--- config.mk ---
export PLATFORM = sky130hd
export DESIGN_NAME = cfg_prom_reader
export DESIGN_NICKNAME = d
export VERILOG_FILES = /design/src/rtl/prom_pkg.sv /design/src/rtl/prom_array.sv /design/src/rtl/prom_addr_ctr.sv /design/src/rtl/prom_out_stage.sv /design/src/rtl/cfg_prom_reader.sv
export SDC_FILE = /design/constraint.sdc
export NUM_CORES = 1
export LEC_CHECK = 0
export BUFFER_PORTS_ARGS = -buffer_cell sky130_fd_sc_hd__buf_4
export CELL_PAD_IN_SITES_DETAIL_PLACEMENT = 1
export CELL_PAD_IN_SITES_GLOBAL_PLACEMENT = 1
export CORE_MARGIN = 8
export CORE_UTILIZATION = 41
export CTS_BUF_LIST = sky130_fd_sc_hd__clkbuf_4
export DETAILED_ROUTE_END_ITERATION = 16
export GPL_TIMING_DRIVEN = 0
export PLACE_DENSITY_LB_ADDON = 0.1
export SETUP_SLACK_MARGIN = 0.02
export SLEW_MARGIN = 10
export SYNTH_ARGS = -nofsm -noshare
export SYNTH_HDL_FRONTEND = slang
export SYNTH_SLANG_ARGS = --single-unit
--- constraint.sdc ---
create_clock -name clk -period 9.27 [get_ports clk]
set_input_delay 1.854 -clock clk [delete_from_list [all_inputs] [get_ports clk]]
set_output_delay 1.854 -clock clk [all_outputs]
set_load 0.05 [all_outputs]
--- src/rtl/prom_pkg.sv ---
package prom_pkg;

    typedef enum logic {
        WIDTH_BIT  = 1'b0,
        WIDTH_BYTE = 1'b1
    } out_width_e;

    // Reset level decode of the shared pin
    function automatic logic rst_level(input logic pin, input logic pol_lo);
        return pol_lo ? ~pin : pin;
    endfunction

endpackage

--- src/rtl/prom_array.sv ---
module prom_array #(
    parameter int BYTES = 64,
    parameter int AW    = 6,
    parameter int RW    = 10
) (
    input  logic          clk,
    input  logic          wr_open,
    input  logic          wr_en,
    input  logic [AW-1:0] wr_addr,
    input  logic [7:0]    wr_data,
    input  logic [RW-1:0] rd_addr,
    output logic [7:0]    rd_data
);

    localparam logic [AW:0]   WR_LIMIT = (AW+1)'(BYTES);
    localparam logic [RW-1:0] RD_LIMIT = RW'(BYTES);

    logic [7:0] mem_q [BYTES];
    logic       wr_go;

    always_comb begin
        wr_go = wr_en & wr_open & ({1'b0, wr_addr} < WR_LIMIT);
    end

    always_ff @(posedge clk) begin
        if (wr_go) begin
            mem_q[wr_addr] <= wr_data;
        end
    end

    always_comb begin
        if (rd_addr < RD_LIMIT) begin
            rd_data = mem_q[rd_addr[AW-1:0]];
        end else begin
            rd_data = '0;
        end
    end

endmodule

--- src/rtl/prom_addr_ctr.sv ---
module prom_addr_ctr #(
    parameter int CNT_W     = 10,
    parameter int LAST_BYTE = 63
) (
    input  logic             clk,
    input  logic             clear,
    input  logic             hold,
    input  logic             wide,
    output logic [CNT_W-1:0] cnt_q,
    output logic             past_end
);
    import prom_pkg::*;

    localparam logic [CNT_W-1:0] TC_BYTE = CNT_W'(LAST_BYTE);
    localparam logic [CNT_W-1:0] TC_BIT  = CNT_W'(LAST_BYTE * 8 + 7);

    typedef struct packed {
        logic [CNT_W-1:0] cnt;
    } ctr_state_t;

    ctr_state_t st_d, st_q;
    logic [CNT_W-1:0] tc_sel;

    always_comb begin
        tc_sel   = (out_width_e'(wide) == WIDTH_BYTE) ? TC_BYTE : TC_BIT;
        past_end = st_q.cnt > tc_sel;
        st_d     = st_q;
        if (clear) begin
            st_d.cnt = '0;
        end else if (!hold && !past_end) begin
            st_d.cnt = st_q.cnt + 1'b1;
        end
    end

    always_ff @(posedge clk) begin
        st_q <= st_d;
    end

    assign cnt_q = st_q.cnt;

endmodule

--- src/rtl/prom_out_stage.sv ---
module prom_out_stage (
    input  logic       wide,
    input  logic       active,
    input  logic       past_end,
    input  logic [2:0] bit_sel,
    input  logic [7:0] rd_byte,
    output logic [7:0] dq,
    output logic [7:0] dq_en,
    output logic       next_sel_n
);
    import prom_pkg::*;

    logic drive;

    always_comb begin
        drive      = active & ~past_end;
        next_sel_n = ~(active & past_end);
        dq         = '0;
        dq_en      = '0;
        if (drive) begin
            if (out_width_e'(wide) == WIDTH_BYTE) begin
                dq    = rd_byte;
                dq_en = 8'hFF;
            end else begin
                dq[0]    = rd_byte[3'd7 - bit_sel];
                dq_en[0] = 1'b1;
            end
        end
    end

endmodule

--- src/rtl/cfg_prom_reader.sv ---
module cfg_prom_reader #(
    parameter int BYTES     = 64,
    parameter int LAST_BYTE = BYTES - 1,
    parameter int AW        = $clog2(BYTES),
    parameter int CNT_W     = $clog2(8 * BYTES + 1)
) (
    input  logic          clk,
    input  logic          rst_oe,
    input  logic          pol_lo_rst,
    input  logic          sel_n,
    input  logic          hold,
    input  logic          wide,
    input  logic          wr_en,
    input  logic [AW-1:0] wr_addr,
    input  logic [7:0]    wr_data,
    output logic [7:0]    dq,
    output logic [7:0]    dq_en,
    output logic          next_sel_n
);
    import prom_pkg::*;

    logic             rst_act;
    logic             clear;
    logic             active;
    logic [CNT_W-1:0] cnt_q;
    logic             past_end;
    logic [CNT_W-1:0] byte_idx;
    logic [7:0]       rd_byte;

    always_comb begin
        rst_act  = rst_level(rst_oe, pol_lo_rst);
        clear    = rst_act | sel_n;
        active   = ~clear;
        byte_idx = (out_width_e'(wide) == WIDTH_BYTE) ? cnt_q : (cnt_q >> 3);
    end

    prom_addr_ctr #(
        .CNT_W     (CNT_W),
        .LAST_BYTE (LAST_BYTE)
    ) u_ctr (
        .clk      (clk),
        .clear    (clear),
        .hold     (hold),
        .wide     (wide),
        .cnt_q    (cnt_q),
        .past_end (past_end)
    );

    prom_array #(
        .BYTES (BYTES),
        .AW    (AW),
        .RW    (CNT_W)
    ) u_mem (
        .clk     (clk),
        .wr_open (sel_n),
        .wr_en   (wr_en),
        .wr_addr (wr_addr),
        .wr_data (wr_data),
        .rd_addr (byte_idx),
        .rd_data (rd_byte)
    );

    prom_out_stage u_out (
        .wide       (wide),
        .active     (active),
        .past_end   (past_end),
        .bit_sel    (cnt_q[2:0]),
        .rd_byte    (rd_byte),
        .dq         (dq),
        .dq_en      (dq_en),
        .next_sel_n (next_sel_n)
    );

endmodule

# Yosys cells after proc, flatten, opt, wreduce, memory -nomap -nowiden
# Memories as Yosys holds them, arrays and structs flattened.
# Cells that the tools add are included.
dict set report totals {
  wordCells 31
  romBits 0
  mem_count 1
  output_inout_bits 17
  reg_bits 10
  in_bits 21
  latch_bits 0
  mem_bits_rw 512
}
# memory depth word_bits read_ports rd_ports_with_merged_regs wr line
set mem_list {}
lappend mem_list {u_mem.mem_q 64 8 1 0 1 prom_array.sv:18} ;# logic [7:0] mem_q [BYTES];
dict set report op_classes {
  shifts 0
  multipliers 0
  addsub 2
  n_reduce_logical 3
  n_lt_le_gt_ge 3
  n_eq_ne 0
  div_mod_pow 0
  muxes 13
  bitwise 8
}
# op n
set ops {}
lappend ops {{8-bit two-way mux} 3}
lappend ops {{7-bit two-way mux} 2}
lappend ops {{10-bit by 1-bit adder with 10-bit output (second input constant)} 1}
lappend ops {{10-bit greater-than comparator} 1}
lappend ops {{10-bit by 7-bit < comparator with 1-bit output (second input constant)} 1}
lappend ops {{10-bit two-way mux} 1}
lappend ops {{9-bit two-way mux} 1}
lappend ops {{1-bit two-way mux} 5}
lappend ops {{3-bit by 4-bit < comparator with 1-bit output (second input constant)} 1}
lappend ops {{1-bit NOT} 4}
lappend ops {{1-bit AND} 3}
lappend ops {{1-bit binary-select mux with 3-bit select} 1}
lappend ops {{3-bit subtractor (first input constant)} 1}
lappend ops {{1-bit zero test} 2}
lappend ops {{1-bit logical AND} 1}
lappend ops {{1-bit bitwise OR} 1}

# Depth between registers and ports, before layout
dict set report logic_depth {
  word_depth 7
  ltp_mapped 14
}

# By module
# From an unflattened synthesis, not the netlist that was laid out.
dict set report unflattened {
  hier_cells 1039
  hier_area_um2 21067.7
}
# mod seq_area_each_um2 cells_per_inst area_each_um2 instances
set by_module_without_submodules {}
lappend by_module_without_submodules {prom_array 15374.7 924 20054.2 1}
lappend by_module_without_submodules {prom_addr_ctr 200.2 74 645.6 1}
lappend by_module_without_submodules {prom_out_stage 0.0 27 207.7 1}
lappend by_module_without_submodules {cfg_prom_reader 0.0 14 160.2 1}

# Least setup slack after synthesis
# Ideal clock, no wire load.
dict set report synth_path {
  kind {input to output}
  startpoint {input port wide}
  endpoint {output port dq[0]}
  setup_slack_ns 2.877
  required_time_ns 7.416
  stages 12
  arrival_time_ns 4.539
  path_cell_list {mux2_2 buf_6 buf_6 buf_4 mux2i_1 a221oi_1 a22oi_1 a21oi_1 nor3_1 a21oi_1 a2bb2oi_1 a31oi_1}
}
dict set report synth_via {
  elab_chain_len 7
  elab_cells_between_ends 12
  classes_between {2 x order compare; 7 x mux; 2 x bitwise; 1 x memory}
}
# item line
set synth_rtl {}
lappend synth_rtl {{start: declaration} cfg_prom_reader.sv:12} ;# input logic wide,
lappend synth_rtl {{10-bit two-way mux} cfg_prom_reader.sv:34} ;# byte_idx = (out_width_e'(wide) == WIDTH_BYTE) ? cnt_q : (cnt_q >> 3);
lappend synth_rtl {{memory read 64 x 8 bit or 10-bit by 7-bit < comparator with 1-bit output (tied branches)} --}
lappend synth_rtl {{8-bit two-way mux} prom_array.sv:32} ;# if (rd_addr < RD_LIMIT) begin
lappend synth_rtl {{1-bit binary-select mux with 3-bit select} prom_out_stage.sv:25} ;# dq[0] = rd_byte[3'd7 - bit_sel];
lappend synth_rtl {{1-bit two-way mux (implied by the code)} prom_out_stage.sv:25}
lappend synth_rtl {{1-bit two-way mux} prom_out_stage.sv:21} ;# if (out_width_e'(wide) == WIDTH_BYTE) begin
lappend synth_rtl {{8-bit two-way mux (*)} prom_out_stage.sv:20} ;# if (drive) begin
lappend synth_rtl {{end: declaration} cfg_prom_reader.sv:16} ;# output logic [7:0] dq,
# Every way passes the cells marked *; elsewhere a longest branch is shown, timed or not. The select of a mux whose other input is x is not followed.

# Worst setup path after layout
# Same ends and word-level chain as after synthesis.

==> results.ini <==
[status]
status=finished, final reports clean

[timing]
slew_headroom_pct=14.0
post-route-min-period_ns=7.92
tns_ns=0
skew_ns=0.00783
rsz0062_at_grt=no
fmax_ghz=0.126
fin_crit_sh_pct=85.4
drv_slew=0
setup_viol=0
tightest_slew_ns=1.25
hold_viol=0

[clock_network]
cts_tree=yes
htree_levels=4
cts_repair_resize_count=0
cts.path.max_buffers=3
clk_pin_slew_ns=0.06
post_cts_buffers=0
ctsHoldBuffers=0
clock-root-buffer=clkbuf_4
cts_made_buffers=141
clkLatencyLatePin_ns=0.98
clock-sinks=522

[floorplanning]
fp-row-count=83
core_area_um2=51100
dieHeight_um=243
die_area_um2=58900
ios=38
die_x_um=243
start_util_pct=41.3

[worst_hold_path]
min_path_type=flip-flop to flip-flop
min-delay-start=u_ctr.cnt_q[9]
min_delay_path_depth=2
holdPathEnd=u_ctr.cnt_q[9]

[drt]
vias_per_cell=5.67
drc=0
via_count=13200
drtPass1Iterations=5
wire_per_inst_um=28.5
drt-total-wl_um=66400
dr.first_iter.drc_count=1523
drt.antenna.violating_nets=0

[synth]
synth_warnings=0
syn-instance-count=1376
synth.cell_area_um2=21100
ys_ff_latch=522
syn_area_per_cell_um2=15.3
synth_ff_type=edfxtp_1
seq_area_frac_synth_pct=73.9
synth-edff-count=512
synth_cell_types=58
syn_nets=1401
async_reset_ff_share_pct=0

[global_routing]
grt_overflow=0
grt_pass1_wl_um=94700
grt_pass1_vias=13600
grt_max_degree=65
antenna_found_initial=2
grt_usage_pct=22.5

[placement]
place_hpwl_um=43400
gp_congestion=0.841
dpl-instance-area_um2=22200
io_buffer_count=33

[worst_setup_path]
cp_slowest_cell=clkbuf_1
path_cells=buf_4, buf_6, mux2i_1, clkbuf_1, clkbuf_1, nand2_1, nand3_1, nand4_1, a41oi_1, nor3_1, nand2_1, o2111ai_1, a31oi_1, buf_4
r2r-start=u_ctr.cnt_q[3]
crit_start=wide
critPathMaxStageDelay_ns=0.79
endpoint_kind=output port
cp.arrival_ns=6.06
reg2reg_to=u_ctr.cnt_q[5]
crit_type=input port to output port
crit_buf_inv=5
required_ns=7.42
startpoint_type=input port
reg2regPathDepth=10
cp_max_fo=10
cp_top_family=buffers and inverters
ff2ff_setup_slack_ns=6.68

[pwr]
leakage_nw=7.81
ir_drop_uv=110
powerDensity_nw_per_um2=205

[cells_and_area]
final_common_cell=edfxtp_1
fin_nets=1579
area_delta_synth_final_pct=14.0
drive_gt1_share_pct=22.7
fin_area_um2=24000
final_cell_mix=edfxtp_1 (512), nand2_1 (261), clkbuf_4 (202), nand3_1 (90), nor2_1 (84)

[run]
max_cap_violations=0

[worst min-delay path, stage by stage, from the launching register on]
cell     delay, ns
dfxtp_1       0.35
a31oi_1       0.05
nor2_1        0.07
[layer usage]
metal	routed length (um)	vias up	track usage, %
met5	0	-	0
met4	1330	0	7.09
met3	5200	96	6.48
met2	29100	543	32.5
met1	30700	6854	32.4
li1	-	5729	-
[Yosys cell counts (5+ instances only)]
cell	instances	share of area, %
edfxtp_1	512	73
nand2_1	261	4.6
nand3_1	90	2.1
nor2_1	85	1.5
mux4_2	56	6.0
mux2i_1	38	1.8
a31oi_1	32	0.95
clkbuf_1	30	0.53
a21oi_1	29	0.69
nand4_1	28	0.83
buf_2	26	0.62
buf_4	15	0.53
nor3_1	14	0.33
a22oi_1	13	0.46
a41oi_1	12	0.50
dfxtp_1	10	0.95
a221oi_1	8	0.33
nor3b_1	8	0.28
buf_6	6	0.32
inv_1	6	0.11
nand2b_1	6	0.18
xnor2_1	6	0.25
and3_1	5	0.15
buf_1	5	0.089
o32ai_1	5	0.21
or3_1	5	0.15
[report_power, final]
part / leakage [nW] / internal [mW] / switching [mW]
Combinational: 2.05 / 0.0520 / 0.149
Clock: 1.07 / 1.16 / 0.959
Sequential: 4.68 / 2.60 / 0.00237
Total: 7.81 / 3.81 / 1.11
[cells by family (layout without fill, tap and decap cells)]
family | count (synthesis) | count (layout) | share of synthesized area [%]
simple gates | 528 | 528 | 11.1
flops | 522 | 522 | 73.9
compound gates | 127 | 127 | 4.24
mux | 97 | 97 | 7.94
buf+inv | 89 | 358 | 2.22
xor+xnor | 9 | 9 | 0.374
fa+ha+maj | 4 | 4 | 0.237
other cells | 0 | 5 | 0
[stage by stage]
| stage | utilization (%) | power, mW | setup WS, ns | instances | hold WS, ns |
|---|---|---|---|---|---|
| after floorplan | - | 2.75 | 2.88 | 1376 | 0.455 |
| after global placement | 43.4 | 2.85 | 1.31 | 2089 | 0.481 |
| after detailed placement | 43.5 | 2.85 | 1.29 | 2091 | 0.492 |
| after CTS | 47.0 | 4.97 | 1.26 | 2325 | 0.506 |
| after global routing | 47.0 | 5.08 | 1.19 | 2329 | 0.567 |
| final | 47.0 | 4.92 | 1.35 | 2330 | 0.500 |
[registers in the layout, indices dropped and copies added, names as in the netlist]
signal,cells
u_ctr.cnt_q,10
u_mem.mem_q,512
[worst max-delay path by stage]
stage / cells after the start / to / slack [ns]
3_3_place_gp: 14 / dq[0] / 1.31
6_report: 14 / dq[0] / 1.35
4_1_cts: 14 / dq[0] / 1.26
3_5_place_dp: 14 / dq[0] / 1.29
5_1_grt: 14 / dq[0] / 1.19
2_1_floorplan: 12 / dq[0] / 2.88
[cell type report]
class | instances | area [um^2]
Clock inverter | 32 | 284
Tap cell | 680 | 851
Timing Repair Buffer | 35 | 263
Clock buffer | 202 | 1520
Buffer | 82 | 442
Fill cell | 5108 | 27100
Antenna cell | 5 | 12.5
Multi-Input combinational cell | 765 | 5060
Inverter | 7 | 26.3
Sequential cell | 522 | 15600
No activity file was read; power rests on OpenSTA's default activity.
